### src/rtl/xhirom_pkg.sv
package xhirom_pkg;
    localparam int BANK_W      = 8;
    localparam int OFF_W       = 16;
    localparam int LOW_BANK_W  = BANK_W - 2;
    localparam int ROM_AW      = 1 + LOW_BANK_W + OFF_W;
    localparam int WIN_W       = 13;
    localparam int WIN_BANK_W  = 4;
    localparam int SRAM_AW     = WIN_BANK_W + WIN_W;

    typedef enum logic [2:0] {
        RG_OPEN,
        RG_WRAM,
        RG_ROM,
        RG_SRAM,
        RG_DSP
    } region_e;

    typedef struct packed {
        logic              rom_cs;
        logic [ROM_AW-1:0] rom_addr;
        logic              sram_cs;
        logic [SRAM_AW-1:0] sram_addr;
        logic              dsp_cs;
        logic              fast;
    } dec_out_t;
endpackage

### src/rtl/xhirom_region.sv
module xhirom_region
    import xhirom_pkg::*;
(
    input  logic [BANK_W-1:0] bank,
    input  logic [2:0]        off_top,
    input  logic              rd,
    input  logic              wr,
    output region_e           region,
    output logic              rom_sel,
    output logic              sram_sel,
    output logic              dsp_sel,
    output logic              fast
);
    logic in_window;

    // offset $6000-$7FFF: top three offset bits are 011
    assign in_window = (off_top == 3'b011);
    assign fast      = bank[BANK_W-1];

    always_comb begin
        region = RG_OPEN;
        if (bank[BANK_W-1:1] == 7'h3F) begin
            region = RG_WRAM;
        end else if (in_window && bank[BANK_W-1:4] == 4'h0) begin
            region = RG_DSP;
        end else if (in_window && bank[BANK_W-1:4] == 4'hB) begin
            region = RG_SRAM;
        end else if (bank[BANK_W-2] || off_top[2]) begin
            region = RG_ROM;
        end
    end

    always_comb begin
        rom_sel  = 1'b0;
        sram_sel = 1'b0;
        dsp_sel  = 1'b0;
        unique case (region)
            RG_ROM:  rom_sel  = rd & ~wr;
            RG_SRAM: sram_sel = rd | wr;
            RG_DSP:  dsp_sel  = rd | wr;
            RG_OPEN, RG_WRAM: ;
            default: ;
        endcase
    end
endmodule

### src/rtl/xhirom_addr.sv
module xhirom_addr
    import xhirom_pkg::*;
(
    input  logic                  bank_msb,
    input  logic [LOW_BANK_W-1:0] bank_low,
    input  logic [WIN_BANK_W-1:0] win_bank,
    input  logic [OFF_W-1:0]      offset,
    output logic [ROM_AW-1:0]     rom_addr,
    output logic [SRAM_AW-1:0]    sram_addr
);
    // upper banks are the first half of the ROM, lower banks the second
    assign rom_addr  = {~bank_msb, bank_low, offset};
    assign sram_addr = {win_bank, offset[WIN_W-1:0]};
endmodule

### src/rtl/xhirom_decoder.sv
module xhirom_decoder
    import xhirom_pkg::*;
#(
    parameter bit REG_OUT = 1'b0
) (
    input  logic                clk,
    input  logic                rst_n,
    input  logic [BANK_W-1:0]   bank,
    input  logic [OFF_W-1:0]    offset,
    input  logic                rd,
    input  logic                wr,
    output logic [ROM_AW-1:0]   rom_addr,
    output logic                rom_cs,
    output logic [SRAM_AW-1:0]  sram_addr,
    output logic                sram_cs,
    output logic                dsp_cs,
    output logic                fast
);
    region_e  region;
    dec_out_t comb_out;
    dec_out_t out_q;

    xhirom_region u_region (
        .bank     (bank),
        .off_top  (offset[OFF_W-1:OFF_W-3]),
        .rd       (rd),
        .wr       (wr),
        .region   (region),
        .rom_sel  (comb_out.rom_cs),
        .sram_sel (comb_out.sram_cs),
        .dsp_sel  (comb_out.dsp_cs),
        .fast     (comb_out.fast)
    );

    xhirom_addr u_addr (
        .bank_msb  (bank[BANK_W-1]),
        .bank_low  (bank[LOW_BANK_W-1:0]),
        .win_bank  (bank[WIN_BANK_W-1:0]),
        .offset    (offset),
        .rom_addr  (comb_out.rom_addr),
        .sram_addr (comb_out.sram_addr)
    );

    generate
        if (REG_OUT) begin : g_reg
            always_ff @(posedge clk or negedge rst_n) begin
                if (!rst_n) out_q <= '0;
                else        out_q <= comb_out;
            end

            p_latency_r12: assert property (@(posedge clk) disable iff (!rst_n)
                $past(rst_n) |-> (out_q == $past(comb_out)));
        end else begin : g_comb
            assign out_q = comb_out;
        end
    endgenerate

    assign rom_addr  = out_q.rom_addr;
    assign rom_cs    = out_q.rom_cs;
    assign sram_addr = out_q.sram_addr;
    assign sram_cs   = out_q.sram_cs;
    assign dsp_cs    = out_q.dsp_cs;
    assign fast      = out_q.fast;

    p_one_sel_r11: assert property (@(posedge clk) disable iff (!rst_n)
        $onehot0({comb_out.rom_cs, comb_out.sram_cs, comb_out.dsp_cs}));

    p_wram_quiet_r3: assert property (@(posedge clk) disable iff (!rst_n)
        (bank[BANK_W-1:1] == 7'h3F) |->
            !(comb_out.rom_cs || comb_out.sram_cs || comb_out.dsp_cs));

    p_rom_no_write_r10: assert property (@(posedge clk) disable iff (!rst_n)
        wr |-> !comb_out.rom_cs);

    p_fast_first_half_r7: assert property (@(posedge clk) disable iff (!rst_n)
        (comb_out.rom_cs && comb_out.fast) |-> !comb_out.rom_addr[ROM_AW-1]);

    p_low_second_half_r5: assert property (@(posedge clk) disable iff (!rst_n)
        (comb_out.rom_cs && !bank[BANK_W-1]) |-> comb_out.rom_addr[ROM_AW-1]);

    p_sram_banks_r8: assert property (@(posedge clk) disable iff (!rst_n)
        comb_out.sram_cs |-> (comb_out.fast && bank[BANK_W-1:4] == 4'hB
                              && region == RG_SRAM));

    p_dsp_banks_r9: assert property (@(posedge clk) disable iff (!rst_n)
        comb_out.dsp_cs |-> (!comb_out.fast && offset[OFF_W-1:OFF_W-3] == 3'b011));
endmodule

### config.mk
export PLATFORM = sky130hd
export DESIGN_NAME = xhirom_decoder
export DESIGN_NICKNAME = d
export VERILOG_FILES = /design/src/rtl/xhirom_pkg.sv /design/src/rtl/xhirom_region.sv /design/src/rtl/xhirom_addr.sv /design/src/rtl/xhirom_decoder.sv
export SDC_FILE = /design/constraint.sdc
export NUM_CORES = 1
export LEC_CHECK = 0
export BUFFER_PORTS_ARGS = -buffer_cell sky130_fd_sc_hd__buf_2
export CORE_MARGIN = 1
export CORE_UTILIZATION = 29
export DETAILED_ROUTE_END_ITERATION = 10
export PLACE_DENSITY = 0.92
export SYNTH_ARGS = -nofsm -noshare
export SYNTH_HDL_FRONTEND = slang
export SYNTH_SLANG_ARGS = --single-unit
### constraint.sdc
create_clock -name vclk -period 1.12
set_clock_uncertainty 0.05 [all_clocks]
set_input_delay 0.056 -clock vclk [all_inputs]
set_output_delay 0.056 -clock vclk [all_outputs]
set_load 0.1 [all_outputs]
# Word-level counts from Yosys, hierarchy flattened
# Cells that the tools add are included.
[totals] register_bits=0 input_bits=28 out_inout_bits=44 word_cells=21
[classes] eq_ne=6 muxes=7 bitwise_logic=4 n_reduce_logical=4
[ops] op="equality test 3 x 2 -> 1 bit (second input constant)" count=3
[ops] op="2-to-1 mux 3 bit" count=3
[ops] op="equality test 7 x 6 -> 1 bit (second input constant)" count=1
[ops] op="equality test 4 bit (second input constant)" count=1
[ops] op="zero test 4 bit" count=1
[ops] op="equality test 3 bit (second input constant)" count=1
[ops] op="2-to-1 mux 1 bit" count=3
[ops] op="logical AND 1 bit" count=2
[ops] op="2-to-1 mux 2 bit" count=1
[ops] op="NOT 1 bit" count=2
[ops] op="AND 1 bit" count=1
[ops] op="logical OR 1 bit" count=1
[ops] op="OR 1 bit" count=1

# Longest topological paths before layout
# Gate-level depths: netlist of run 1.
[logic_depth] word_depth=7 mapped_depth=2 ltp_nobuf=2

# By module
# From an unflattened synthesis of run 1, not the netlist that was laid out.
[unflattened] cells_unflattened=54 area_unflattened_um2=414.1
[modules_own_cells] module="xhirom_addr" n_inst=1 cells_per_inst=40 area_each_um2=296.5 seq_area_each_um2=0.0
[modules_own_cells] module="xhirom_region" n_inst=1 cells_per_inst=14 area_each_um2=117.6 seq_area_each_um2=0.0

# Worst setup path before layout of run 1
# No wires, ideal clock.
[synth_path] kind="input to output" from="in bank[3]" to="out rom_cs" arrival_ns=2.542 required_ns=1.014 path_slack_ns=-1.528 stages=2 cell_sequence="and4_2 > a211oi_1"
[synth_between] elab_chain_len=4
[synth_lines] element="start, declared" line_no="xhirom_decoder.sv:8" rtl="input logic [BANK_W-1:0] bank,"
[synth_lines] element="equality test 7 x 6 -> 1 bit" line_no="xhirom_region.sv:22" rtl="if (bank[BANK_W-1:1] == 7'h3F) begin"
[synth_lines] element="2-to-1 mux 3 bit" line_no="xhirom_region.sv:22"
[synth_lines] element="equality test 3 x 2 -> 1 bit" line_no="xhirom_region.sv:37" rtl="unique case (region)"
[synth_lines] element="2-to-1 mux 1 bit" line_no="xhirom_region.sv:37"
[synth_lines] element="end, declared" line_no="xhirom_decoder.sv:13" rtl="output logic rom_cs,"
# No other way between the ends.

# Worst setup path in the final report of run 1
[layout_path] from="in bank[5]" to="out dsp_cs"
[layout_between] elab_chain_len=7 elab_cells_between_ends=10 classes_between="3 x eq/ne; 4 x mux; 3 x reduce/logical"
[layout_lines] element="equality test 4 bit" line_no="xhirom_region.sv:26" rtl="end else if (in_window && bank[BANK_W-1:4] == 4'hB) begin"
[layout_lines] element="logical AND 1 bit" line_no="xhirom_region.sv:26"
[layout_lines] element="2-to-1 mux 3 bit" line_no="xhirom_region.sv:26"
[layout_lines] element="2-to-1 mux 3 bit" line_no="xhirom_region.sv:24" rtl="end else if (in_window && bank[BANK_W-1:4] == 4'h0) begin"
[layout_lines] element="2-to-1 mux 3 bit (*)" line_no="xhirom_region.sv:22"
[layout_lines] element="equality test 3 bit (*)" line_no="xhirom_region.sv:37"
[layout_lines] element="2-to-1 mux 1 bit (*)" line_no="xhirom_region.sv:37"
[layout_lines] element="end, declared" line_no="xhirom_decoder.sv:16" rtl="output logic dsp_cs,"
# Every way passes the cells marked *; elsewhere a longest branch is shown, timed or not.

==> metrics, run 1 <==
status=complete, no violations; Std-Cell Rows=12; Final Wtd Congestion=0.6545; share of cells above drive strength 1=85.00%; Remaining Overflow, GRT=0; register area share after synthesis=0%; vias=224; Setup CP Type=input port to primary output; Total Die Area=1465 sq um; placed cells=54; worst-path fanout max=4; setup tns final=0 ns; number of I/O port buffers=28; post-route ant nets=0; Max Freq=973.3 MHz; io pins=72; setup ws final=0.09257 ns; largest net degree at the start of global routing=6; final net count=70; Worst-Margin Slew=0.4900 ns; post-CTS setup buffers=0; Final Hold Viols=0; initial DRC count=1; hold_buf cts=0; peak supply drop=0.2851 mV; antenna violations before repair=0; period utilization=91.74%; worst min-delay path class=input port to primary output; count of different cell masters after synthesis=12; Final Max Tran Viols=0; Synth Cell Area=381.6 sq um; first-pass GRT wire length=828 um; Final min period=1.027 ns; max cap viols=0; CP startpoint kind=input port; chip height=38.28 um; Total Routing Usage GR=7.497%; top cells by area, synth=buf_4, nand4bb_1, and4_2; yosys warns=0; Critical Path AT=0.92 ns; hold_ws=0.06206 ns; Req. time, crit path=1.01 ns; Post-Route WL=549 um; Cell Pwr Density=866.7 nW/um^2; final instance area=335.3 sq um; drt drc=0; Synth area leader=buf_4; routed length per instance=10.17 um; Max-Slew Margin vs Limit=67.56%; Initial DRT Pass Iterations=2; top-area cell type share of the netlist area=78.69%; syn nets=80; Non-Filler Instances=54; end of the critical path=dsp_cs; vias in the first global route=220; Die Wd=38.28 um; RSZ-0062 raised after global routing=no; clkbuf count=0; worst slack, placed=0.08390 ns; Ant. Diodes=0; syn_area_per_cell=7.339 sq um; Core Util, Final=28.63%; CP startpoint=bank[5]; cts repair resizes=0; Area growth syn-to-layout=-12.13%; Leak=0.1651 nW; Setup violations, final=0; Pwr Total=290.6 uW; register area=0 sq um; Core Region=1171 sq um; CP endpoint kind=primary output; routed vias/inst=4.148; Post-Syn Instances=52; placed cell areas=335.3 sq um; Initial Util=32.59%; seq_cells=0
-- critical path: stages --
cell    delay, ns
buf_2        0.12
or3_4        0.39
nor3_4       0.16
buf_12       0.20
-- where the power goes --
| part | leakage, nW | internal (mW) | switching (mW) |
|---|---|---|---|
| combinational | 0.165 | 0.0533 | 0.237 |
| clock | 0 | 0 | 0 |
| sequential | 0 | 0 | 0 |
| total | 0.165 | 0.0533 | 0.237 |
-- layout by cell type, fill, tap and decap left out --
master	instances
buf_2	25
buf_12	3
nor2_1	2
nor3_4	2
nand4bb_4	1
or3_4	1
nand3_1	1
and3b_1	1
and4_2	1
nand2b_1	1
a211oi_4	1
inv_1	1
-- per-layer routing --
metal	up-vias	share of wire, %	track usage (%)	wire length [um]
li1	104	-	-	-
met5	-	0	0	0
met4	0	0	2.679	0
met3	0	19	4.651	105
met2	30	52	14.41	284
met1	90	29	5.923	160
-- worst min-delay path by stage --
stage	from	endpoint	slack (ns)	cells past startpoint
2_1_floorplan	bank[7]	fast	0.27	1
3_3_place_gp	offset[5]	rom_addr[5]	0.06	0
3_5_place_dp	offset[5]	rom_addr[5]	0.06	0
4_1_cts	offset[5]	rom_addr[5]	0.06	0
5_1_grt	offset[9]	rom_addr[9]	0.06	0
6_report	offset[3]	sram_addr[3]	0.06	0
-- layout make-up --
type                            count  area [sq um]
Fill cell                         120         835.8
Timing Repair Buffer               28         185.2
Multi-Input combinational cell     11         128.9
Tap cell                           14         17.52
Inverter                            1         3.754
-- synthesized netlist by cell type --
master,n
a211oi_1,1
and3b_1,1
and4_2,1
buf_4,40
inv_1,1
nand2b_1,1
nand3_1,1
nand4bb_1,1
nor2_1,2
nor3_1,1
nor3_2,1
or3_1,1
-- kinds of logic (layout without fill, tap and decap cells) --
| logic type | count (synthesis) | after routing | synth area share [%] |
|---|---|---|---|
| and+or+nand+nor | 10 | 10 | 18.36 |
| AOI/OAI and AO/OA | 1 | 1 | 1.968 |
| buffers and inverters | 41 | 29 | 79.67 |
(Power assumes the default switching activity.)
==> run 2: changes to the inputs <==
Settings changed: CORE_UTILIZATION 29 to 27, PLACE_DENSITY 0.92 to 0.87.
Clock period 1.12 ns to 1 ns, I/O delays scaled along.
==> run 2 against run 1 <==
  * Clock-buffer cell count is the same
  * Sequential cell count is the same
  * Highest routed layer is now met4
  * Cell count grew 5.6%
  * Setup slack lost 0.081 ns
  * Global-route usage shrank 0.24 points
  * Die area grew 7.0%
  * Routed wire length grew 8.7%
  * Critical path depth is the same
  * Largest cell class unchanged
  * Combinational power grew 33%
  * Via count grew 4.9%
==> metrics, run 2 (synthesis results as in run 1) <==
antenna violations before repair=0; Remaining Overflow, GRT=0; hold_buf cts=0; CP endpoint kind=primary output; Pwr Total=387.0 uW; Req. time, crit path=0.90 ns; Die Wd=39.60 um; Worst-Margin Slew=0.4866 ns; io pins=72; setup ws final=0.01195 ns; sw frac=71.23%; post-CTS setup buffers=0; Core Region=1301 sq um; sequential power share=0%; Psw=275.7 uW; Final Wtd Congestion=0.5643; Setup violations, final=0; seq_cells=0; share of cells above drive strength 1=85.71%; Final Hold Viols=0; vias in the first global route=204; Initial DRT Pass Iterations=1; internal power=111.3 uW; largest net degree at the start of global routing=5; most frequent cells in the layout=buf_2, buf_12, nor2_1, nor3_4, buf_4; Setup CP Type=input port to primary output; worst min-delay path class=input port to primary output; Max Freq=1012 MHz; final net count=72; post-DP HPWL=580.8 um; Area growth syn-to-layout=20.33%; most common cell after layout, fill and taps aside=buf_2; drt drc=0; register area=0 sq um; Final min period=0.9881 ns; placed cells=57; Clock power frac=0%; Post-Route WL=597 um; clkbuf count=0; Non-Filler Instances=57; Ant. Diodes=0; RSZ-0062 raised after global routing=yes; status=complete, no violations; worst stage delay on the critical path=0.39 ns; slowest CP cell=or3_4; vias=235; routed length per instance=10.47 um; initial DRC count=0; Total Routing Usage GR=7.260%; Total Die Area=1568 sq um; CP startpoint kind=input port; chip height=39.60 um; routed vias/inst=4.123; Critical Path, Cell by Cell=buf_8, or3_4, nor3_4, buf_12; Initial Util=29.33%; number of I/O port buffers=28; fillcell total=138; Std-Cell Rows=13; Comb pwr share=100.0%; Critical Path AT=0.89 ns; post-route ant nets=0; Cell Pwr Density=842.8 nW/um^2; setup tns final=0 ns; worst-path fanout max=4; peak supply drop=0.2512 mV; Final Max Tran Viols=0; Leak=0.2140 nW; worst slack, placed=-0.03583 ns; max cap viols=0; first-pass GRT wire length=821 um; Max-Slew Margin vs Limit=67.78%; period utilization=98.81%
[run 2: cell types whose count changed in the layout (fill, tap and decap cells not counted), sizes merged]
cell,delta
buf,+2
[run 2: area by class of cell]
class / count / area (sq um) / area share, %
multi-input combinational: 11 / 130.1 / 28.34
timing repair buffer: 30 / 306.5 / 66.76
inverter: 1 / 3.754 / 0.8174
tap: 15 / 18.77 / 4.087
[run 2: per-layer routing]
| layer | share of wire (%) | GRT usage, % |
|---|---|---|
| met3 | 20 | 2.273 |
| met1 | 32 | 6.376 |
| met4 | 2.0 | 2.586 |
| met2 | 46 | 14.75 |
| met5 | 0 | 0 |
[run 2: worst max-delay path, delay by kind of cell]
family	cells	cell delay, ns
buffers and inverters	2	0.30
and+or+nand+nor	2	0.54
[run 2: power groups by stage]
stage / combinational [mW] / sequential, mW / clock (mW)
final: 0.387 / 0 / 0
after global routing: 0.400 / 0 / 0
after CTS: 0.388 / 0 / 0
after detailed placement: 0.382 / 0 / 0
after global placement: 0.379 / 0 / 0
after floorplan: 0.818 / 0 / 0
[run 2: repair_timing]
item | 4_1_cts | 5_1_grt
pin swaps | 1 | 0
resized for setup | 3 | 1
cloned | 0 | 0
setup endpoints to repair | 2 | 1
[run 2: stage by stage]
step / cell area [sq um] / hold WS [ns] / util, %
final: 459.2 / 0.05008 / 35.29
after global routing: 459.2 / 0.05021 / 35.29
after CTS: 455.4 / 0.05105 / 35.00
after detailed placement: 441.7 / 0.05105 / 33.94
after global placement: 441.7 / 0.05105 / 33.94
after floorplan: 432.9 / 0.2615 / -
[run 2: final timing paths]
| path | startpoint | to | cells after the start |
|---|---|---|---|
| hold / removal | offset[6] | rom_addr[6] | 0 |
| setup / recovery | bank[5] | dsp_cs | 4 |
==> run 3: changes to the inputs <==
Settings changed: CORE_UTILIZATION 27 to 25, PLACE_DENSITY 0.87 to 0.85.
Clock period 1 ns to 0.9 ns, I/O delays scaled along.
==> run 3 against run 2 <==
  * The run now ends with negative setup slack left
  * Critical path type unchanged
  * Clock-buffer cell count stayed put
  * Largest power group unchanged
  * Sequential share of layout area did not move
  * Combinational power is 31% higher
  * Via count grew 6.4%
  * Routed wire length increased by 32%
==> metrics, run 3 (synthesis results as in run 1) <==
first-pass GRT wire length=1145 um; number of I/O port buffers=28; period utilization=109.9%; register area=0 sq um; status=finished, violations left; setup ws final=-0.08871 ns; Setup violations, final=2; max cap viols=0; peak supply drop=0.4516 mV; share of cells above drive strength 1=86.67%; fillcell total=142; drt drc=0; Critical Path AT=0.89 ns; Total Routing Usage GR=10.47%; Initial DRT Pass Iterations=4; WHS Path Cells=0; CP endpoint kind=primary output; final net count=75; Core Util, Final=43.32%; Max Freq=1011 MHz; CP startpoint kind=input port; Final Wtd Congestion=0.6800; Leak=0.2682 nW; antenna violations before repair=0; placed cells=60; worst min-delay path class=input port to primary output; Hold EP=sram_addr[10]; worst stage delay on the critical path=0.39 ns; Area growth syn-to-layout=55.08%; Die Wd=41.07 um; Initial Util=27.93%; chip height=41.07 um; most common cell after layout, fill and taps aside=buf_12; worst-path fanout max=4; routed vias/inst=4.167; initial DRC count=3; Non-Filler Instances=60; Core Region=1366 sq um; Max-Slew Margin vs Limit=86.00%; hold wc startpoint=offset[10]; clkbuf count=0; Pwr Total=507.1 uW; RSZ-0062 raised after global routing=yes; Setup CP Type=input port to primary output; Final min period=0.9887 ns; Remaining Overflow, GRT=0; Post-Route WL=787 um; routed length per instance=13.12 um; most frequent cells in the layout=buf_12, buf_2, buf_4; largest net degree at the start of global routing=5; hold_ws=0.04008 ns; Std-Cell Rows=13; vias=250; Worst-Margin Slew=0.2093 ns; seq_cells=0; setup tns final=-0.1500 ns; post-CTS setup buffers=0; slowest CP cell=or3_4; violated checks=negative setup slack; Cell Pwr Density=856.8 nW/um^2; vias in the first global route=254; Ant. Diodes=0; Final Hold Viols=0; Critical Path, Cell by Cell=buf_8, or3_4, nor3_4, buf_12; Final Max Tran Viols=0; Total Die Area=1687 sq um; post-route ant nets=0; io pins=72; Req. time, crit path=0.81 ns
-- run 3: changes by cell type in the layout (fill, tap and decap cells not counted) --
cell | previous run | this run
buf_6 | 1 | 2
buf_4 | 2 | 5
and4_2 | 0 | 1
buf_12 | 9 | 16
buf_2 | 17 | 9
and4_4 | 1 | 0
-- run 3: critical path: cells and delay by family --
kind / cells / cell delay [ns]
AND/OR/NAND/NOR: 2 / 0.54
buffers and inverters: 2 / 0.30
-- run 3: worst max path at each step --
stage,start,to,cells past startpoint
CTS,bank[5],dsp_cs,4
global route,bank[5],dsp_cs,4
global placement,bank[5],dsp_cs,4
detailed placement,bank[5],dsp_cs,4
finish,bank[5],dsp_cs,4
floorplan,bank[5],dsp_cs,2
-- run 3: power by group --
| part | switching [mW] | internal (mW) |
|---|---|---|
| clock network | 0 | 0 |
| logic | 0.321 | 0.186 |
| registers | 0 | 0 |
| total | 0.321 | 0.186 |
-- run 3: metrics by stage --
| step | setup slack [ns] | instance area, sq um |
|---|---|---|
| 2_1_floorplan | -0.3665 | 432.9 |
| 3_3_place_gp | -0.1197 | 569.3 |
| 3_5_place_dp | -0.1314 | 569.3 |
| 4_1_cts | -0.09473 | 585.6 |
| 5_1_grt | -0.1130 | 591.8 |
| 6_report | -0.08871 | 591.8 |
-- run 3: repair_timing --
item	CTS	global route
cloned	0	0
pin swaps	1	0
endpoints found under the setup margin	2	3
resized for setup	5	1
hold buffers	0	0
hold endpoints to repair	0	0
-- run 3: routing by layer --
metal	wire length, um	up-vias	track usage, %
met5	0	-	0
met4	25	0	4.167
met3	77	7	2.174
met2	459	24	23.05
met1	224	108	8.280
li1	-	111	-
-- run 3: layout make-up --
cell class,instances,area [sq um],area share (%)
inverter,1,3.754,0.6342
multi-input combinational,11,128.9,21.78
tap,15,18.77,3.171
timing repair buffer,33,440.4,74.42
